## config.mk

```make
export PLATFORM = sky130hd
export DESIGN_NAME = pc_sequencer
export DESIGN_NICKNAME = d
export VERILOG_FILES = /design/src/rtl/pcseq_pkg.sv /design/src/rtl/pcseq_decode.sv /design/src/rtl/pcseq_target.sv /design/src/rtl/pcseq_pcreg.sv /design/src/rtl/pc_sequencer.sv
export SDC_FILE = /design/constraint.sdc
export NUM_CORES = 1
export LEC_CHECK = 0
export ABC_AREA = 1
export BUFFER_PORTS_ARGS = -buffer_cell sky130_fd_sc_hd__buf_2
export CAP_MARGIN = 30
export CORE_MARGIN = 5
export CORE_UTILIZATION = 46
export DETAILED_ROUTE_END_ITERATION = 8
export PLACE_DENSITY = 0.71
export SLEW_MARGIN = 20
export SYNTH_ARGS = -nofsm -noshare
export SYNTH_HDL_FRONTEND = slang
export SYNTH_HIERARCHICAL = 1
export SYNTH_SLANG_ARGS = --single-unit
```

## constraint.sdc

```tcl
create_clock -name clk -period 8.79 [get_ports clk]
set_clock_uncertainty 0.2 [all_clocks]
set_input_delay 0.879 -clock clk [delete_from_list [all_inputs] [get_ports clk]]
set_output_delay 0.879 -clock clk [all_outputs]
set_load 0.02 [all_outputs]
```

## src/rtl/pcseq_pkg.sv

```systemverilog
package pcseq_pkg;
  localparam int XLEN      = 32;
  localparam int OPC_W     = 6;
  localparam int FN_W      = 6;
  localparam int RIDX_W    = 5;
  localparam int IMM_W     = 16;
  localparam int JIDX_W    = 26;
  localparam int REGION_W  = 4;
  localparam int STEP      = 4;

  localparam logic [OPC_W-1:0] OPC_REG   = 6'h00;
  localparam logic [OPC_W-1:0] OPC_JMP   = 6'h02;
  localparam logic [OPC_W-1:0] OPC_CALL  = 6'h03;
  localparam logic [OPC_W-1:0] OPC_BREQ  = 6'h04;
  localparam logic [OPC_W-1:0] OPC_BRNE  = 6'h05;
  localparam logic [FN_W-1:0]  FN_JREG   = 6'h08;
  localparam logic [FN_W-1:0]  FN_CREG   = 6'h09;
  localparam logic [RIDX_W-1:0] RET_REG  = 5'd31;

  typedef enum logic [1:0] {
    XF_SEQ    = 2'd0,
    XF_REL    = 2'd1,
    XF_ABS    = 2'd2,
    XF_REGJMP = 2'd3
  } xfer_e;

  typedef struct packed {
    xfer_e             kind;
    logic              on_differ;
    logic              link;
    logic [RIDX_W-1:0] link_idx;
  } ctl_t;

  function automatic logic [XLEN-1:0] seq_addr(input logic [XLEN-1:0] pc);
    return pc + XLEN'(STEP);
  endfunction

  function automatic logic [XLEN-1:0] rel_addr(input logic [XLEN-1:0] pc,
                                               input logic [IMM_W-1:0] off);
    logic [XLEN-1:0] wide;
    wide = {{(XLEN-IMM_W){off[IMM_W-1]}}, off};
    return seq_addr(pc) + (wide << 2);
  endfunction

  function automatic logic [XLEN-1:0] abs_addr(input logic [XLEN-1:0] pc,
                                               input logic [JIDX_W-1:0] idx);
    return {pc[XLEN-1 -: REGION_W], idx, 2'b00};
  endfunction

  function automatic logic [XLEN-1:0] reg_addr(input logic [XLEN-1:0] v);
    return {v[XLEN-1:2], 2'b00};
  endfunction
endpackage

```

## src/rtl/pcseq_decode.sv

```systemverilog
module pcseq_decode
  import pcseq_pkg::*;
(
  input  logic [OPC_W-1:0]  opc,
  input  logic [FN_W-1:0]   fn,
  input  logic [RIDX_W-1:0] rd,
  output ctl_t              ctl
);
  always_comb begin
    ctl = '{kind: XF_SEQ, on_differ: 1'b0, link: 1'b0, link_idx: '0};
    unique case (opc)
      OPC_BREQ: ctl.kind = XF_REL;
      OPC_BRNE: begin
        ctl.kind      = XF_REL;
        ctl.on_differ = 1'b1;
      end
      OPC_JMP:  ctl.kind = XF_ABS;
      OPC_CALL: begin
        ctl.kind     = XF_ABS;
        ctl.link     = 1'b1;
        ctl.link_idx = RET_REG;
      end
      OPC_REG: begin
        if (fn == FN_JREG) begin
          ctl.kind = XF_REGJMP;
        end else if (fn == FN_CREG) begin
          ctl.kind     = XF_REGJMP;
          ctl.link     = 1'b1;
          ctl.link_idx = rd;
        end
      end
      default: ;
    endcase
  end
endmodule

```

## src/rtl/pcseq_target.sv

```systemverilog
module pcseq_target
  import pcseq_pkg::*;
(
  input  logic [XLEN-1:0]   pc,
  input  ctl_t              ctl,
  input  logic [JIDX_W-1:0] field,
  input  logic [XLEN-1:0]   opnd_a,
  input  logic [XLEN-1:0]   opnd_b,
  output logic [XLEN-1:0]   next_pc,
  output logic              redirect,
  output logic              branch_hit
);
  logic same;
  assign same       = (opnd_a == opnd_b);
  assign branch_hit = (ctl.kind == XF_REL) && (ctl.on_differ ? !same : same);

  always_comb begin
    unique case (ctl.kind)
      XF_REL:    next_pc = branch_hit ? rel_addr(pc, field[IMM_W-1:0]) : seq_addr(pc);
      XF_ABS:    next_pc = abs_addr(pc, field);
      XF_REGJMP: next_pc = reg_addr(opnd_a);
      default:   next_pc = seq_addr(pc);
    endcase
  end

  assign redirect = branch_hit || (ctl.kind == XF_ABS) || (ctl.kind == XF_REGJMP);
endmodule

```

## src/rtl/pcseq_pcreg.sv

```systemverilog
module pcseq_pcreg
  import pcseq_pkg::*;
#(
  parameter logic [XLEN-1:0] START_ADDR = '0
) (
  input  logic            clk,
  input  logic            rst,
  input  logic [XLEN-1:0] next_pc,
  output logic [XLEN-1:0] pc
);
  localparam logic [XLEN-1:0] START_AL = {START_ADDR[XLEN-1:2], 2'b00};

  always_ff @(posedge clk) begin
    if (rst) pc <= START_AL;
    else     pc <= {next_pc[XLEN-1:2], 2'b00};
  end
endmodule

```

## src/rtl/pc_sequencer.sv

```systemverilog
module pc_sequencer
  import pcseq_pkg::*;
#(
  parameter logic [31:0] START_ADDR = 32'h0000_0000
) (
  input  logic        clk,
  input  logic        rst,
  input  logic [31:0] instr_word,
  input  logic [31:0] opnd_a,
  input  logic [31:0] opnd_b,
  output logic [31:0] fetch_addr,
  output logic        link_we,
  output logic [4:0]  link_idx,
  output logic [31:0] link_data
);
  ctl_t             ctl_w;
  logic [XLEN-1:0]  next_w;
  logic             xfer_redirect;
  logic             xfer_branch_hit;

  pcseq_decode u_dec (
    .opc (instr_word[31:26]),
    .fn  (instr_word[5:0]),
    .rd  (instr_word[15:11]),
    .ctl (ctl_w)
  );

  pcseq_target u_tgt (
    .pc         (fetch_addr),
    .ctl        (ctl_w),
    .field      (instr_word[JIDX_W-1:0]),
    .opnd_a     (opnd_a),
    .opnd_b     (opnd_b),
    .next_pc    (next_w),
    .redirect   (xfer_redirect),
    .branch_hit (xfer_branch_hit)
  );

  pcseq_pcreg #(.START_ADDR(START_ADDR)) u_pc (
    .clk     (clk),
    .rst     (rst),
    .next_pc (next_w),
    .pc      (fetch_addr)
  );

  assign link_we   = !rst && ctl_w.link;
  assign link_idx  = ctl_w.link ? ctl_w.link_idx : '0;
  assign link_data = seq_addr(fetch_addr);
endmodule

```

# After elaboration in Yosys (flattened, before gate mapping)
# Index checks and enable logic that the tools add are counted.
# op_classes
n_addsub	2
n_eq_ne	10
muxes	11
n_reduce_logical	7
# op_table
cell	count
$pmux W32 S3	1
$add A32 B3 Y32 const B	1
$add A32 B32 Y32	1
$eq A32 B32 Y1	1
$mux W32	1
$eq A6 B2 Y1 const B	2
$eq A6 B3 Y1 const B	2
$eq A6 B4 Y1 const B	2
$mux W6	2
$pmux W6 S2	1
$logic_not A6 Y1	1
$pmux W2 S3	1
$mux W5	1
$eq A2 B2 Y1 const B	2
$mux W2	2
$reduce_or A2 Y1	2
$eq A2 B1 Y1 const B	1
$logic_and A1 B1 Y1	2
$logic_not A1 Y1	2
$mux W1	2
# word_totals
regBits	32
input_bits	98

# Longest topological paths before layout
# Gate-level depths: netlist of the first run.
# depth
word_depth	8
mapped_depth	27
ltp_nobuf	27

# Cells and area by module
# The synthesis of the first run kept the hierarchy.
# modules_own_cells
mod	instances	cells_per_inst	area_per_inst_um2	seq_area_each_um2
pcseq_target	1	981	4793.3	0.0
pc_sequencer	1	185	890.9	0.0
pcseq_pcreg	1	96	878.3	600.6
pcseq_decode	1	35	181.4	0.0

# Worst setup path before layout of the first run
# Ideal clock, no wire load.
# synth_timing
path_type	register -> register
startpoint	register u_pc.pc[2]
endpoint	register u_pc.pc[21]
setup_ns	0.112
arrival_ns	2.842
required_time_ns	8.478
setup_slack_ns	5.636
stages_incl_launch_ff	21
n_path_buf	0
cell_sequence	dfxtp_1 ha_1 nand2_2 nor2_1 and3_1 xor2_1 inv_1 ha_1 nand2_1 nor2_1 inv_1 nor3_1 nand4_1 nand3_1 nand2_1 nand2_1 nand2_1 nand2_1 nand3_1 inv_1 nor2_1
# synth_between
elab_chain_len	4
# synth_lines
element	line	rtl
start, declared	pcseq_pcreg.sv:9	output logic [XLEN-1:0] pc
start signal, assigned	pcseq_pcreg.sv:15	else pc <= {next_pc[XLEN-1:2], 2'b00};
$add A32 B3 Y32 (*)	pcseq_pkg.sv:35	return pc + XLEN'(STEP);
$add A32 B32 Y32	pcseq_pkg.sv:42	return seq_addr(pc) + (wide << 2);
$mux W32	pcseq_target.sv:19	XF_REL: next_pc = branch_hit ? rel_addr(pc, field[IMM_W-1:0]) : seq_addr(pc);
$pmux W32 S3 (*)	pcseq_target.sv:18	unique case (ctl.kind)
via next_w[21]	pc_sequencer.sv:17	logic [XLEN-1:0] next_w;
# The timed path passes the listed nets; every way through them passes the cells marked *.
# A chain may end at the register's enable or synchronous reset.

==> results of run 1 <==
layout make-up:
| cell class | count | area, µm² |
|---|---|---|
| fillers | 1588 | 6630 |
| multi-input cells | 1017 | 5130 |
| repair buffers | 165 | 831 |
| inverters | 221 | 830 |
| flip-flops and latches | 30 | 601 |
| well taps | 184 | 230 |
| clock buffers | 8 | 166 |
worst min path at each step:
stage / slack, ps / start / cells after the start / end
after global placement: 540 / u_pc/pc[2] / 5 / u_pc/pc[2]
after CTS: 570 / u_pc/pc[2] / 5 / u_pc/pc[2]
after floorplan: 540 / u_pc/pc[2] / 5 / u_pc/pc[2]
after detailed placement: 550 / u_pc/pc[2] / 5 / u_pc/pc[2]
after global routing: 630 / u_pc/pc[2] / 5 / u_pc/pc[2]
final: 570 / u_pc/pc[2] / 5 / u_pc/pc[2]
power by group:
part	switching [µW]	leakage (µW)	internal [µW]	total [µW]
registers	6.14	0.000243	139	145
clock network	62.1	0.0000832	128	190
logic	111	0.00408	63.7	174
total	179	0.00441	331	510
metrics by stage:
step	hold slack (ps)	setup WS [ps]
6_report	568	4440
3_3_place_gp	539	4400
2_1_floorplan	539	5640
3_5_place_dp	553	4260
5_1_grt	634	4020
4_1_cts	566	4540
layer usage:
layer | routed length, µm | global-route usage (%) | up-vias
met5 | 0 | 0 | -
met2 | 10400 | 44.2 | 354
met3 | 2020 | 2.32 | 38
li1 | - | - | 4261
met4 | 750 | 8.59 | 0
met1 | 10800 | 38.8 | 3664
tightest hold or removal path: stages (launching register included):
cell and delay [ps]:
dfxtp_1 360, inv_1 140, nand2_1 70, nand2_1 60, inv_1 40, nor2_1 70
==> metrics.md, run 1 <==
| Metric | Value |
|---|---|
| First-pass GRT wire length | 37,300 µm |
| Final instance area | 7790 µm² |
| Clk sinks | 30 |
| Area growth syn-to-layout | 15.8% |
| Antenna-violating nets left | 0 |
| Max frequency | ~230 MHz |
| Commonest non-fill, non-tap cell in the layout | nand2_1 |
| Top reg by flops | u_pc/pc |
| Yosys warnings | 6 |
| Clk buf depth | 2 |
| Vias in the first global route | roughly 7,400 |
| RSZ-0062 raised after global routing | no |
| Slew Limit Headroom | a little over half |
| Core area | around 14,000 µm² |
| CTS tree | yes |
| Total GRT Usage | a little over a quarter |
| Setup crit end | u_pc/pc[26] |
| Post-CTS Setup Bufs | 0 |
| Final Critical Period | between 4000 and 5000 ps |
| CTS buffer count | 5 |
| Most used cell along the critical path | nand2_1 |
| Worst skew pair latency | ~280 ps |
| Max stage delay on crit path | 650 ps |
| CP Class | in -> reg |
| Final core occ | a little over half |
| Area after DPL | 7630 µm² |
| Pwr/cell area | 65.4 nW/µm² |
| DIE HEIGHT | roughly 130 µm |
| Post-CTS Hold Fix Bufs | 0 |
| Root buf cell | clkbuf_16 |
| Critical path origin | instr_word[31] |
| CP max FO | 26 |
| Worst R2R End | u_pc/pc[21] |
| Max-capacitance violation count | 0 |
| Endpoint class of the critical path | register |
| PnR Total Power | around 510 µW |
| CP max stage cell | nor2_2 |
| Number of flip-flops in the largest register | 30 |
| Setup TNS | 0 ps |
| Worst-path cell chain | buf_2 -> nor2_2 -> inv_2 -> nor2_4 -> nand2_1 -> nand2_1 -> inv_2 -> nor2_2 -> inv_1 -> nor2_8 -> nand2_1 -> nand2_1 -> nand3_1 -> inv_1 -> nor2_1 |
| DP Wirelength | about 20,000 µm |
| Final net count | 1,574 |
| Synthesized cell area | 6730 µm² |
| Count of final hold-check violations | 0 |
| FF-to-FF Start | u_pc/pc[2] |
| Crit path buf inv count | 5 |
| Average size of a mapped cell | about 5.2 µm² |
| 1st-iter DRT viols | 713 |
| R2R depth | 20 |
| # setup viols final | 0 |
| DRT Pass-1 Iters | 8 |
| CP Depth | 15 |
| Row Count | between 40 and 50 |
| Total placed cells including tap cells | 1,617 |
| Crit path DAT | 4280 ps |
| CTS HTree Levels | 2 |
| Residual DRC count | 0 |
| Initial antenna violation count | 0 |
| Avg WL per Cell | between 10 and 15 µm |
| Die width | around 130 µm |
| Io pins | ~170 |
| Placer Congestion | 0.963 |
| Post-Layout Cell Count | 1,625 |
| Largest net degree at the start of global routing | roughly 50 |
| Commonest non-fill, non-tap cells in the layout | 478 x nand2_1, 215 x inv_1, 163 x buf_2 |
| Resized cells post-CTS | 0 |
| Clk slew on worst S/H paths | 50 ps |
| GRT overflow | 0 |
| Vias per cell | roughly 5.1 |
| Share of layout cells above drive strength 1 | approximately 15% |
| Worst Setup Start Kind | input port |
| CP delay by family, top | simple AND/OR/NAND/NOR gates |
| Final slew viol count | 0 |
| VDD IR max | about 0.000065 V |
| Initial core utilization | 46.7% |
| Die area | 17,100 µm² |
| CP required | between 8000 and 9000 ps |
| Post-Synthesis Cells | 1,293 |
| Leakage power total | between 0.004 and 0.005 µW |
| Largest registers | u_pc/pc (30) |
| Drt total wl | ~24,000 µm |
| Ratio of final minimum period to clock period | between 40% and 50% |
| Status | completed |
| R2R Setup Slk | 4820 ps |
| Slew of the pin with the lowest slew margin | approximately 700 ps |
| Worst min-delay path class | reg -> reg |
| ANT cells | 0 |
| DR vias | ~8,300 |
| Number of port buffers | 163 |
Power figures use the tool's default switching activity.
==> run 2, diff against run 1 <==
--- a/config.mk
+++ b/config.mk
@@ -5,13 +5,13 @@
 export SDC_FILE = /design/constraint.sdc
 export NUM_CORES = 1
 export LEC_CHECK = 0
-export ABC_AREA = 1
+export ABC_AREA = 0
 export BUFFER_PORTS_ARGS = -buffer_cell sky130_fd_sc_hd__buf_2
 export CAP_MARGIN = 30
 export CORE_MARGIN = 5
 export CORE_UTILIZATION = 46
 export DETAILED_ROUTE_END_ITERATION = 8
-export PLACE_DENSITY = 0.71
+export PLACE_DENSITY = 0.74
 export SLEW_MARGIN = 20
 export SYNTH_ARGS = -nofsm -noshare
 export SYNTH_HDL_FRONTEND = slang
==> constraint.sdc (replaced) <==
create_clock -name clk -period 4.2 [get_ports clk]
set_clock_uncertainty 0.2 [all_clocks]
set_input_delay 0.42 -clock clk [delete_from_list [all_inputs] [get_ports clk]]
set_output_delay 0.42 -clock clk [all_outputs]
set_load 0.02 [all_outputs]
==> run 2 against run 1 <==
Net effect: area after synthesis shrank 25%; clock power grew 36%; global-route usage shrank 0.70 points; sequential cell count is the same; highest routed layer unchanged.
==> metrics.md, run 2 <==
| Metric | Value |
|---|---|
| Number of port buffers | about 160 |
| # setup viols final | 0 |
| Antenna-violating nets left | 0 |
| Internal power | a little under 600 µW |
| Endpoint class of the critical path | register |
| Commonest non-fill, non-tap cells in the layout | 163 x buf_2, 71 x nand2_1, 59 x xor2_1 |
| Top reg by flops | u_pc/pc |
| RSZ-0062 raised after global routing | yes |
| CTS tree | yes |
| DRT Pass-1 Iters | 9 |
| Pwr/cell area | 148 nW/µm² |
| Initial antenna violation count | 0 |
| Die width | between 100 and 150 µm |
| Setup TNS | 0 ps |
| Avg WL per Cell | ~19 µm |
| DP Wirelength | about 15,000 µm |
| Status | completed |
| Ratio of final minimum period to clock period | a little over nine tenths |
| Commonest non-fill, non-tap cell in the layout | buf_2 |
| CTS HTree Levels | 2 |
| Final instance area | approximately 6300 µm² |
| Average size of a mapped cell | 7.67 µm² |
| GRT overflow | 0 |
| CP max stage cell | dfxtp_1 |
| Post-Synthesis Cells | 660 |
| Core area | ~11,000 µm² |
| Yosys warnings | 6 |
| Final slew viol count | 0 |
| Worst-path cell chain | ha_1 -> nand4_1 -> nor3_2 -> buf_4 -> nand3_1 -> nor2_1 -> xnor2_1 -> ha_1 -> a21o_1 -> a21oi_2 -> nor3b_2 -> a21oi_1 -> a211o_1 -> a21o_1 -> and4_4 -> o31ai_2 -> nor2b_2 |
| Share of layout cells above drive strength 1 | 32.6% |
| Reg power frac | approximately 32% |
| First-pass GRT wire length | around 28,000 µm |
| 1st-iter DRT viols | 652 |
| Total GRT Usage | ~27% |
| Row Count | 38 |
| Area growth syn-to-layout | 24.4% |
| VDD IR max | 0.0000895 V |
| Drt total wl | ~19,000 µm |
| CP required | approximately 4200 ps |
| CP max FO | 6 |
| Initial core utilization | between 40% and 50% |
| DR vias | between 5,000 and 6,000 |
| CP Class | reg -> reg |
| Max frequency | around 250 MHz |
| Switching Fraction | a little under two fifths |
| ANT cells | 0 |
| Clk buf depth | 2 |
| Vias per cell | just under 6 |
| CTS buffer count | 5 |
| Crit path DAT | 4100 ps |
| Number of flip-flops in the largest register | 30 |
| Max stage delay on crit path | between 300 and 400 ps |
| Worst min-delay path class | in -> reg |
| Count of final hold-check violations | 0 |
| Setup WS pre-CTS | between 100 and 150 ps |
| Placer Congestion | approximately 1 |
| Slew of the pin with the lowest slew margin | just under 900 ps |
| Worst skew pair latency | 290 ps |
| Synthesized cell area | around 5100 µm² |
| Io pins | around 170 |
| DIE HEIGHT | roughly 110 µm |
| Min Hold Slack | ~340 ps |
| Final Critical Period | 4070 ps |
| Root buf cell | clkbuf_8 |
| Total placed cells including tap cells | approximately 970 |
| Max-capacitance violation count | 0 |
| NetSw | approximately 350 µW |
| Final WS setup | roughly 130 ps |
| Final net count | 971 |
| Clk sinks | 30 |
| Clk slew on worst S/H paths | about 70 ps |
| Leakage power total | 0.00292 µW |
| Clock power share | ~28% |
| Area after DPL | between 6000 and 7000 µm² |
| Post-Layout Cell Count | 978 |
| Residual DRC count | 0 |
| Die area | roughly 13,000 µm² |
| Logic pwr share | 40.1% |
| Worst Setup Start Kind | register |
| Vias in the first global route | 5,212 |
| # fillers | roughly 1,000 |
| Largest net degree at the start of global routing | 34 |
| Slew Limit Headroom | 40.6% |
| Largest registers | u_pc/pc (30) |
-- run 2: metrics by stage --
stage	util [%]	total power (µW)
2_1_floorplan	-	529
3_3_place_gp	56.6	666
3_5_place_dp	56.6	667
4_1_cts	57.4	924
5_1_grt	58.3	976
6_report	58.3	929
-- run 2: path summary, 6_finish.rpt --
path                                     start           to  slack (ps)  cells after the start
worst max register to register      u_pc/pc[3]  u_pc/pc[31]         130                     17
worst min-delay path            instr_word[21]  u_pc/pc[23]         340                      4
worst min register to register      u_pc/pc[2]   u_pc/pc[2]         620                      4
worst max-delay path                u_pc/pc[3]  u_pc/pc[31]         130                     17
-- run 2: what timing repair did --
action / CTS / global route
buffers inserted: 0 / 4
endpoints found under the setup margin: 0 / 9
hold buffers: 0 / 0
gates resized for setup: 0 / 18
-- run 2: cell type report --
type                    instances  area (µm²)  share of cell area (%)
multi-input cells             588        4320                    68.6
repair buffers                191        1030                    16.3
flip-flops and latches         30         603                    9.58
well taps                     140         175                    2.78
clock buffers                   7        86.3                    1.37
inverters                      21        81.3                    1.29
clock inverters                 1        5.00                  0.0795
-- run 2: power groups by stage --
| stage | Sequential (µW) | Clock (µW) | Combinational [µW] |
|---|---|---|---|
| after global routing | 300 | 274 | 402 |
| after global placement | 305 | 0 | 361 |
| after floorplan | 320 | 0 | 210 |
| after detailed placement | 305 | 0 | 362 |
| after CTS | 299 | 262 | 364 |
| final | 299 | 258 | 372 |
-- run 2: metal layers --
| metal | global-route usage (%) | vias up | wire length [µm] |
|---|---|---|---|
| met2 | 41.8 | 318 | 8270 |
| li1 | - | 2742 | - |
| met1 | 37.5 | 2621 | 7860 |
| met5 | 0 | - | 0 |
| met3 | 5.26 | 31 | 2060 |
| met4 | 7.36 | 0 | 396 |
-- run 2: critical path: cells and delay by family (launching register included) --
family	cells	cell delay (ps)
AO/OA/AOI/OAI	6	1170
AND/OR/NAND/NOR	7	1400
XOR/XNOR	1	180
adder cells (fa/ha/maj)	2	530
flip-flops	1	340
buffers and inverters	1	190
